===== src/rtl/rbs_pkg.sv =====
package rbs_pkg;
    typedef enum logic [2:0] {
        SQ_IDLE  = 3'd0,
        SQ_PRE   = 3'd1,
        SQ_ACT   = 3'd2,
        SQ_GAP   = 3'd3,
        SQ_READ  = 3'd4,
        SQ_DRAIN = 3'd5
    } sq_state_e;

    localparam int CMD_W    = 3;
    localparam int CMD_PRE  = 0;
    localparam int CMD_ACT  = 1;
    localparam int CMD_READ = 2;
endpackage


===== src/rtl/rbs_addr_map.sv =====
module rbs_addr_map #(
    parameter int ROW_W  = 14,
    parameter int BANK_W = 3,
    parameter int COL_W  = 11,
    parameter int BYTE_W = 3,
    parameter int BEAT_W = 3,
    parameter int ADDR_W = ROW_W + BANK_W + COL_W + BYTE_W
) (
    input  logic [ADDR_W-1:0] addr,
    input  logic              line_mode,
    output logic [BANK_W-1:0] bank,
    output logic [ROW_W-1:0]  row,
    output logic [COL_W-1:0]  col_base
);
    localparam int HI_W    = COL_W - BEAT_W;
    localparam int ROW_LSB = BYTE_W + COL_W + BANK_W;
    localparam int BLK_LSB = BYTE_W + BEAT_W;

    // offset inside the block never selects anything: the burst covers it
    logic unused_offset;
    assign unused_offset = ^addr[BLK_LSB-1:0];

    always_comb begin
        row = addr[ROW_LSB +: ROW_W];
        if (line_mode) begin
            bank     = addr[BLK_LSB +: BANK_W];
            col_base = {addr[BLK_LSB+BANK_W +: HI_W], {BEAT_W{1'b0}}};
        end else begin
            bank     = addr[BYTE_W+COL_W +: BANK_W];
            col_base = {addr[BLK_LSB +: HI_W], {BEAT_W{1'b0}}};
        end
    end
endmodule


===== src/rtl/rbs_open_rows.sv =====
module rbs_open_rows #(
    parameter int BANK_W = 3,
    parameter int ROW_W  = 14
) (
    input  logic              clk,
    input  logic              rst_n,
    input  logic [BANK_W-1:0] look_bank,
    output logic              look_open,
    output logic [ROW_W-1:0]  look_row,
    input  logic              set_en,
    input  logic              clr_en,
    input  logic [BANK_W-1:0] upd_bank,
    input  logic [ROW_W-1:0]  set_row
);
    localparam int BANKS = 1 << BANK_W;

    logic             open_q [BANKS];
    logic [ROW_W-1:0] row_q  [BANKS];

    for (genvar g = 0; g < BANKS; g++) begin : g_bank
        always_ff @(posedge clk or negedge rst_n) begin
            if (!rst_n) begin
                open_q[g] <= 1'b0;
                row_q[g]  <= '0;
            end else if (set_en && upd_bank == BANK_W'(g)) begin
                open_q[g] <= 1'b1;
                row_q[g]  <= set_row;
            end else if (clr_en && upd_bank == BANK_W'(g)) begin
                open_q[g] <= 1'b0;
            end
        end
    end

    assign look_open = open_q[look_bank];
    assign look_row  = row_q[look_bank];
endmodule


===== src/rtl/rbs_beat_pipe.sv =====
module rbs_beat_pipe #(
    parameter int DEPTH = 5
) (
    input  logic clk,
    input  logic rst_n,
    input  logic in_v,
    output logic out_v
);
    logic [DEPTH-1:0] sh_q;

    if (DEPTH == 1) begin : g_one
        always_ff @(posedge clk or negedge rst_n) begin
            if (!rst_n) sh_q <= '0;
            else        sh_q <= in_v;
        end
    end else begin : g_many
        always_ff @(posedge clk or negedge rst_n) begin
            if (!rst_n) sh_q <= '0;
            else        sh_q <= {sh_q[DEPTH-2:0], in_v};
        end
    end

    assign out_v = sh_q[DEPTH-1];
endmodule


===== src/rtl/dram_open_row_seq.sv =====
module dram_open_row_seq
    import rbs_pkg::*;
#(
    parameter int ROW_W  = 14,
    parameter int BANK_W = 3,
    parameter int COL_W  = 11,
    parameter int BYTE_W = 3,
    parameter int BEATS  = 8,
    parameter int TRP    = 4,
    parameter int TRCD   = 4,
    parameter int TCL    = 5,
    localparam int ADDR_W = ROW_W + BANK_W + COL_W + BYTE_W,
    localparam int DATA_W = 8 * (1 << BYTE_W)
) (
    input  logic              clk,
    input  logic              rst_n,
    input  logic              req_valid,
    output logic              req_ready,
    input  logic [ADDR_W-1:0] req_addr,
    input  logic              req_line_mode,
    output logic [CMD_W-1:0]  cmd,
    output logic [BANK_W-1:0] cmd_bank,
    output logic [ROW_W-1:0]  cmd_row,
    output logic [COL_W-1:0]  cmd_col,
    input  logic [DATA_W-1:0] dq_in,
    output logic              beat_valid,
    output logic [DATA_W-1:0] beat_data,
    output logic              beat_last
);
    localparam int BEAT_W  = $clog2(BEATS);
    localparam int GAP_MAX = (TRP > TRCD) ? TRP : TRCD;
    localparam int CNT_W   = $clog2(GAP_MAX) + 1;
    localparam logic [BEAT_W-1:0] LAST_IDX = BEAT_W'(BEATS - 1);

    typedef struct packed {
        sq_state_e         st;
        sq_state_e         after;
        logic [CNT_W-1:0]  cnt;
        logic [BANK_W-1:0] bank;
        logic [ROW_W-1:0]  row;
        logic [COL_W-1:0]  col;
        logic [BEAT_W-1:0] rd_idx;
        logic [BEAT_W-1:0] beat_idx;
    } seq_t;

    seq_t s_d, s_q;

    logic [BANK_W-1:0] dec_bank;
    logic [ROW_W-1:0]  dec_row;
    logic [COL_W-1:0]  dec_col;
    logic              look_open;
    logic [ROW_W-1:0]  look_row;
    logic              tbl_set, tbl_clr;
    logic              beat_v;

    rbs_addr_map #(
        .ROW_W(ROW_W), .BANK_W(BANK_W), .COL_W(COL_W),
        .BYTE_W(BYTE_W), .BEAT_W(BEAT_W), .ADDR_W(ADDR_W)
    ) u_map (
        .addr(req_addr), .line_mode(req_line_mode),
        .bank(dec_bank), .row(dec_row), .col_base(dec_col)
    );

    rbs_open_rows #(.BANK_W(BANK_W), .ROW_W(ROW_W)) u_rows (
        .clk(clk), .rst_n(rst_n),
        .look_bank(dec_bank), .look_open(look_open), .look_row(look_row),
        .set_en(tbl_set), .clr_en(tbl_clr),
        .upd_bank(s_q.bank), .set_row(s_q.row)
    );

    rbs_beat_pipe #(.DEPTH(TCL)) u_pipe (
        .clk(clk), .rst_n(rst_n),
        .in_v(cmd[CMD_READ]), .out_v(beat_v)
    );

    always_comb begin
        s_d     = s_q;
        cmd     = '0;
        tbl_set = 1'b0;
        tbl_clr = 1'b0;
        unique case (s_q.st)
            SQ_IDLE: begin
                if (req_valid) begin
                    s_d.bank     = dec_bank;
                    s_d.row      = dec_row;
                    s_d.col      = dec_col;
                    s_d.rd_idx   = '0;
                    s_d.beat_idx = '0;
                    if (!look_open)           s_d.st = SQ_ACT;
                    else if (look_row == dec_row) s_d.st = SQ_READ;
                    else                      s_d.st = SQ_PRE;
                end
            end
            SQ_PRE: begin
                cmd[CMD_PRE] = 1'b1;
                tbl_clr      = 1'b1;
                if (TRP > 1) begin
                    s_d.st    = SQ_GAP;
                    s_d.after = SQ_ACT;
                    s_d.cnt   = CNT_W'(TRP - 2);
                end else begin
                    s_d.st = SQ_ACT;
                end
            end
            SQ_ACT: begin
                cmd[CMD_ACT] = 1'b1;
                tbl_set      = 1'b1;
                if (TRCD > 1) begin
                    s_d.st    = SQ_GAP;
                    s_d.after = SQ_READ;
                    s_d.cnt   = CNT_W'(TRCD - 2);
                end else begin
                    s_d.st = SQ_READ;
                end
            end
            SQ_GAP: begin
                if (s_q.cnt == '0) s_d.st  = s_q.after;
                else               s_d.cnt = s_q.cnt - 1'b1;
            end
            SQ_READ: begin
                cmd[CMD_READ] = 1'b1;
                s_d.rd_idx    = s_q.rd_idx + 1'b1;
                if (s_q.rd_idx == LAST_IDX) s_d.st = SQ_DRAIN;
            end
            SQ_DRAIN: ;
            default: s_d.st = SQ_IDLE;
        endcase

        if (beat_v) begin
            s_d.beat_idx = s_q.beat_idx + 1'b1;
            if (s_q.beat_idx == LAST_IDX) s_d.st = SQ_IDLE;
        end
    end

    always_ff @(posedge clk or negedge rst_n) begin
        if (!rst_n) s_q <= '0;
        else        s_q <= s_d;
    end

    assign req_ready  = (s_q.st == SQ_IDLE);
    assign cmd_bank   = s_q.bank;
    assign cmd_row    = s_q.row;
    assign cmd_col    = s_q.col | COL_W'(s_q.rd_idx);
    assign beat_valid = beat_v;
    assign beat_data  = dq_in;
    assign beat_last  = beat_v && (s_q.beat_idx == LAST_IDX);
endmodule


===== config.mk =====
export PLATFORM = sky130hd
export DESIGN_NAME = dram_open_row_seq
export DESIGN_NICKNAME = d
export VERILOG_FILES = /design/src/rtl/rbs_pkg.sv /design/src/rtl/rbs_addr_map.sv /design/src/rtl/rbs_open_rows.sv /design/src/rtl/rbs_beat_pipe.sv /design/src/rtl/dram_open_row_seq.sv
export SDC_FILE = /design/constraint.sdc
export NUM_CORES = 1
export LEC_CHECK = 0
export ABC_AREA = 1
export BUFFER_PORTS_ARGS = -buffer_cell sky130_fd_sc_hd__clkbuf_2
export CORE_MARGIN = 5
export CORE_UTILIZATION = 37
export CTS_BUF_LIST = sky130_fd_sc_hd__clkbuf_2
export CTS_CLUSTER_DIAMETER = 150
export DETAILED_ROUTE_END_ITERATION = 7
export MAX_ROUTING_LAYER = met4
export PLACE_DENSITY = 0.6
export SLEW_MARGIN = 40
export SYNTH_ARGS = -nofsm -noshare
export SYNTH_HDL_FRONTEND = slang
export SYNTH_SLANG_ARGS = --single-unit
export TNS_END_PERCENT = 50

===== constraint.sdc =====
create_clock -name clk -period 2 [get_ports clk]
set_input_delay 0.4 -clock clk [delete_from_list [all_inputs] [get_ports clk]]
set_output_delay 0.4 -clock clk [all_outputs]
set_load 0.005 [all_outputs]

### Word level (Yosys, flattened, before mapping)

Cells that the tools add are included.

| cells by class | value |
|---|---|
| add/subtract/negate cells | 3 |
| order comparisons | 1 |
| equal/unequal tests | 17 |
| mux-type cells | 42 |
| bitwise logic cells | 2 |
| reduce and logical (&&, ||, !) cells | 38 |

Operators by type and width:

| cell | number |
|---|---|
| binary-select mux 14 bit (select 3 bit) | 1 |
| 2-to-1 mux 3 bit | 11 |
| 2-to-1 mux 14 bit | 2 |
| nonzero test 2 bit | 13 |
| == test 3 bit (second input constant) | 8 |
| 2-to-1 mux 1 bit | 21 |
| one-hot mux 3 bit (2 select lines) | 3 |
| logical AND 1 bit | 17 |
| one-hot mux 3 bit (5 select lines) | 1 |
| == test 14 bit | 1 |
| == test 3 x 2 -> 1 bit (second input constant) | 4 |
| 2-to-1 mux 11 bit | 1 |
| bitwise OR 11 x 3 -> 11 bit | 1 |
| zero test 3 bit | 3 |
| AND reduction 2 bit | 4 |
| adder 3 x 1 -> 3 bit (second input constant) | 2 |
| == test 3 x 1 -> 1 bit (second input constant) | 2 |
| 2-to-1 mux 6 bit | 1 |
| greater-or-equal comparator 4 bit (second input constant) | 1 |
| inequality test 2 bit (second input constant) | 2 |
| NOT 3 -> 4 bit | 1 |
| binary-select mux 1 bit (select 3 bit) | 1 |
| subtractor 3 x 1 -> 3 bit (second input constant) | 1 |
| OR reduction 2 bit | 1 |

| storage, ports and cells | value |
|---|---|
| flip-flop bits (word level) | 168 |
| input bits | 99 |
| word-level logic and storage cells | 128 |

### Logic depth before layout (Yosys ltp)

| depth | value |
|---|---|
| word-level depth | 12 |
| mapped depth | 19 |
| mapped depth without buffers | 16 |

### By module

A second synthesis with hierarchy kept.

| unflattened totals | value |
|---|---|
| cell total of the unflattened synthesis | 1241 |
| area total of the unflattened synthesis | 9260.1 um^2 |

Modules (own cells, without submodules):

| module | times used | cells each | area each (um^2) | seq. area each (um^2) |
|---|---|---|---|---|
| rbs_open_rows | 1 | 823 | 6105.9 | 3002.9 |
| dram_open_row_seq | 1 | 359 | 2751.4 | 1051.0 |
| rbs_addr_map | 1 | 54 | 277.8 | 0.0 |
| rbs_beat_pipe | 1 | 5 | 125.1 | 125.1 |

### Worst setup path after synthesis

No wires, ideal clock.

| timing | value |
|---|---|
| path kind | input to register |
| start point | in req_line_mode |
| end point | reg s_q[40] (netlist bit) |
| library setup time | 134 ps |
| arrival | 1703 ps |
| data required time | 1866 ps |
| path slack | 162 ps |
| cell stages on the path | 18 |
| cells stage by stage | buf_6 > inv_4 > buf_6 > nand2_2 > nand2_2 > buf_6 > buf_6 > nand3_1 > nand3_1 > nand2_1 > nand2_1 > nand2_1 > nor2_1 > nand2_1 > nor2_2 > nand2_1 > nand2_1 > a21oi_1 |

RTL lines:

| item | RTL line | source |
|---|---|---|
| from (decl) | dram_open_row_seq.sv:20 | `input logic req_line_mode,` |
| to (signal assigned) | dram_open_row_seq.sv:136 | `if (!rst_n) s_q <= '0;` |
| to (signal assigned) | dram_open_row_seq.sv:137 | `else s_q <= s_d;` |
| to (decl) | dram_open_row_seq.sv:46 | `seq_t s_d, s_q;` |

### Worst setup path after layout

| timing | value |
|---|---|
| start point | reg s_q[0] (netlist bit) |
| end point | out beat_last |

| on the way | value |
|---|---|
| longest elaborated chain between the ends | 2 |

RTL lines:

| item | RTL line | source |
|---|---|---|
| == test 3 bit | dram_open_row_seq.sv:146 | `assign beat_last = beat_v && (s_q.beat_idx == LAST_IDX);` |
| logical AND 1 bit | dram_open_row_seq.sv:146 |  |
| to (decl) | dram_open_row_seq.sv:28 | `output logic beat_last` |

Every way passes these cells.

==> impl_metrics.json <==
{
  "rrSetupSlack_ps": 90,
  "drt_iter0_markers": 572,
  "grt_max_degree": 49,
  "avgSynthCellArea_um2": 7.99,
  "syn_inst": 1063,
  "wl_met2_um": 9960,
  "synth.distinct_cells": 29,
  "die_h_um": 162,
  "num_rows": 55,
  "io_buffers": 62,
  "top_layer": "met4",
  "holdPathEnd": "s_q[41]$_DFF_PN0_",
  "power_density_mw_per_mm2": 621,
  "tns_ps": -287,
  "hold_viol": 0,
  "worstSkewPairLatency_ps": 740,
  "cts.sinks": 164,
  "max_freq_mhz": 464,
  "crit_fanout": 3,
  "maxSlewHeadroom_pct": 66.2,
  "run_status": "complete, but fails checks",
  "place.gp.congestion": 0.821,
  "min_path_cells": 4,
  "via_per_inst": 4.93,
  "nNetsFinal": 1193,
  "drv_cap": 0,
  "timing.final.ws_setup_ps": -157,
  "detail_route.drc_violations": 0,
  "p_leak_nw": 4.48,
  "slowest_stage": "dfrtp_1",
  "boundaryPins": 197,
  "die_w_um": 162,
  "initial_core_util_pct": 37.5,
  "syn_to_final_growth_pct": 10.4,
  "path_class": "reg2out",
  "met1_length_um": 10100,
  "yosys-top-cells-count": "nand2_1, dfrtp_1, o21ai_0, nand3_1, buf_4",
  "die-area_mm2": 0.0261,
  "r2r_cells": 7,
  "required_ps": 1600,
  "synth.most_common_cell": "nand2_1",
  "layout-drive-gt1-share_pct": 18.2,
  "clk_path_buf_depth": 2,
  "ir_drop_uv": 344,
  "dp.final_hpwl_um": 14800,
  "crit_path_start_kind": "flip-flop",
  "ys_warn_count": 0,
  "yosys.area.top_type": "dfrtp_1",
  "finClkSkew_ps": 17.0,
  "tritoncts": "done",
  "hp-class": "in2reg",
  "synth-edff-count": 0,
  "critPathMaxStageDelay_ps": 450,
  "cp_top_family": "flip-flops",
  "synth_top_area_share_pct": 48.3,
  "finalSetupViolations": 5,
  "wl_met3_um": 1100,
  "place_ws_ps": -319,
  "ys_ff_latch": 164,
  "yosysSeqAreaShare_pct": 48.3,
  "async_flop_share_pct": 100,
  "violations": "setup timing",
  "antenna_found_initial": 2,
  "r2r_end": "s_q[13]$_DFFE_PN0P_",
  "dr.pass1.iters": 5,
  "crit_chain": "ha_2 > ha_4 > nand2_4 > inv_2 > clkbuf_2",
  "core_mm2": 0.0226,
  "fin_crit_sh_pct": 108,
  "slew_violations": 0,
  "worstPathArrival_ps": 1760,
  "syn-num-nets": 1168,
  "netlist_area_mm2": 0.00850,
  "synth_ff_type": "dfrtp_1",
  "path_clk_slew_ps": 230,
  "layout_min_cycle_time_ps": 2160,
  "end_kind": "output pin",
  "grt_pass1_vias": 6310,
  "routedWlPerCell_um": 15.7,
  "grt_pass1_wl_um": 34800,
  "grt_overflow": 0,
  "hold_start": "req_valid",
  "cts_inserted_buffers": 17,
  "rsz0062_at_grt": "true",
  "finalCoreUtilization_pct": 41.4,
  "r2r-start": "s_q[40]$_DFF_PN0_",
  "synth_area_leaders": "dfrtp_1, nand2_1, buf_4, o21ai_0, nand3_1",
  "crit_buf_inv": 2,
  "gr-usage-all-layers_pct": 17.4,
  "tightest_slew_ps": 507,
  "ant_nets": 0,
  "cts-root-buf": "clkbuf_2",
  "htreeDepth": 4,
  "wl_um": 21900,
  "via_count": 6839
}
==> worst reg2reg max path, cell delays in order, from the launching register on <==
cell and delay (ps):
dfrtp_2 500, nor2_4 140, nand2_2 70, inv_2 70, nand2_2 70, buf_6 180
o31ai_1 240, dlygate4sd3_1 590
==> power breakdown <==
group	total [W]	switching (W)	internal, W	leakage (nW)
Sequential	0.00332	0	0.00332	2.26
Clock	0.00187	0.00117	0.000701	0.144
Combinational	0.000628	0.000382	0.000246	2.08
==> cell usage in the layout, fill, tap and decap left out, drive strengths merged <==
cell and n:
a2111oi 1, a21oi 17, a221oi 1, a22o 2
buf 75, bufinv 3, clkbuf 78, clkinv 6
clkinvlp 4, dfrtp 164, diode 2, dlygate4sd3 24
ha 6, inv 86, nand2 295, nand3 136
nand3b 1, nand4 7, nor2 35, nor3 5
nor4 6, o2111ai 1, o211ai 2, o21ai 142
o31ai 4
==> cells by family after synthesis <==
group	share of synthesized area (%)
AO/OA/AOI/OAI	10.5
buffers and inverters	15.8
adder cells (fa/ha/maj)	0.884
flip-flops	48.3
AND/OR/NAND/NOR	24.5
==> flip-flops by register name, summed over array words and instances, names as in the netlist <==
register       count
u_rows.row_q     112
s_q               22
cmd_row           14
u_rows.open_q      8
u_pipe.sh_q        5
cmd_bank           3
==> what timing repair did <==
action / in CTS / in global routing
hold buffers: 24 / 0
pin swaps: 2 / 5
cloned: 0 / 0
hold endpoints to repair: 168 / 0
resized for setup: 11 / 14
buffers inserted: 1 / 7
endpoints found under the setup margin: 5 / 9
==> routing by layer <==
layer	GRT usage (%)	up-vias
li1	-	3404
met1	23.1	3186
met2	26.4	187
met3	3.06	62
met4	7.06	0
met5	-	-
==> area by class of cell <==
| class | count | area, um2 |
|---|---|---|
| Fill cell | 2252 | 13300 |
| Inverter | 86 | 325 |
| Clock inverter | 13 | 160 |
| Multi-Input combinational cell | 661 | 3100 |
| Antenna cell | 2 | 5.00 |
| Tap cell | 285 | 357 |
| Sequential cell | 164 | 4110 |
| Timing Repair Buffer | 158 | 1230 |
| Clock buffer | 19 | 95.1 |
==> per-stage QoR <==
step / hold slack (ps) / instance area, um2 / power (W) / cells
2_1_floorplan: 104 / 8500 / 0.00379 / 1063
3_3_place_gp: 334 / 8760 / 0.00398 / 1322
3_5_place_dp: 335 / 8760 / 0.00398 / 1322
4_1_cts: 33.0 / 9290 / 0.00589 / 1379
5_1_grt: 41.2 / 9380 / 0.00611 / 1388
6_report: 79.9 / 9380 / 0.00582 / 1388
==> worst max path at each step <==
stage	from	to	slack, ps	cells after the start
final	s_q[0]$_DFFE_PN0P_	beat_last	-160	5
after global routing	s_q[0]$_DFFE_PN0P_	beat_last	-280	5
after CTS	s_q[0]$_DFFE_PN0P_	beat_last	-210	5
after global placement	req_line_mode	s_q[40]$_DFF_PN0_	-290	18
after detailed placement	req_line_mode	s_q[40]$_DFF_PN0_	-320	15
after floorplan	req_line_mode	s_q[40]$_DFF_PN0_	160	18
No activity file was read; power rests on OpenSTA's default activity.
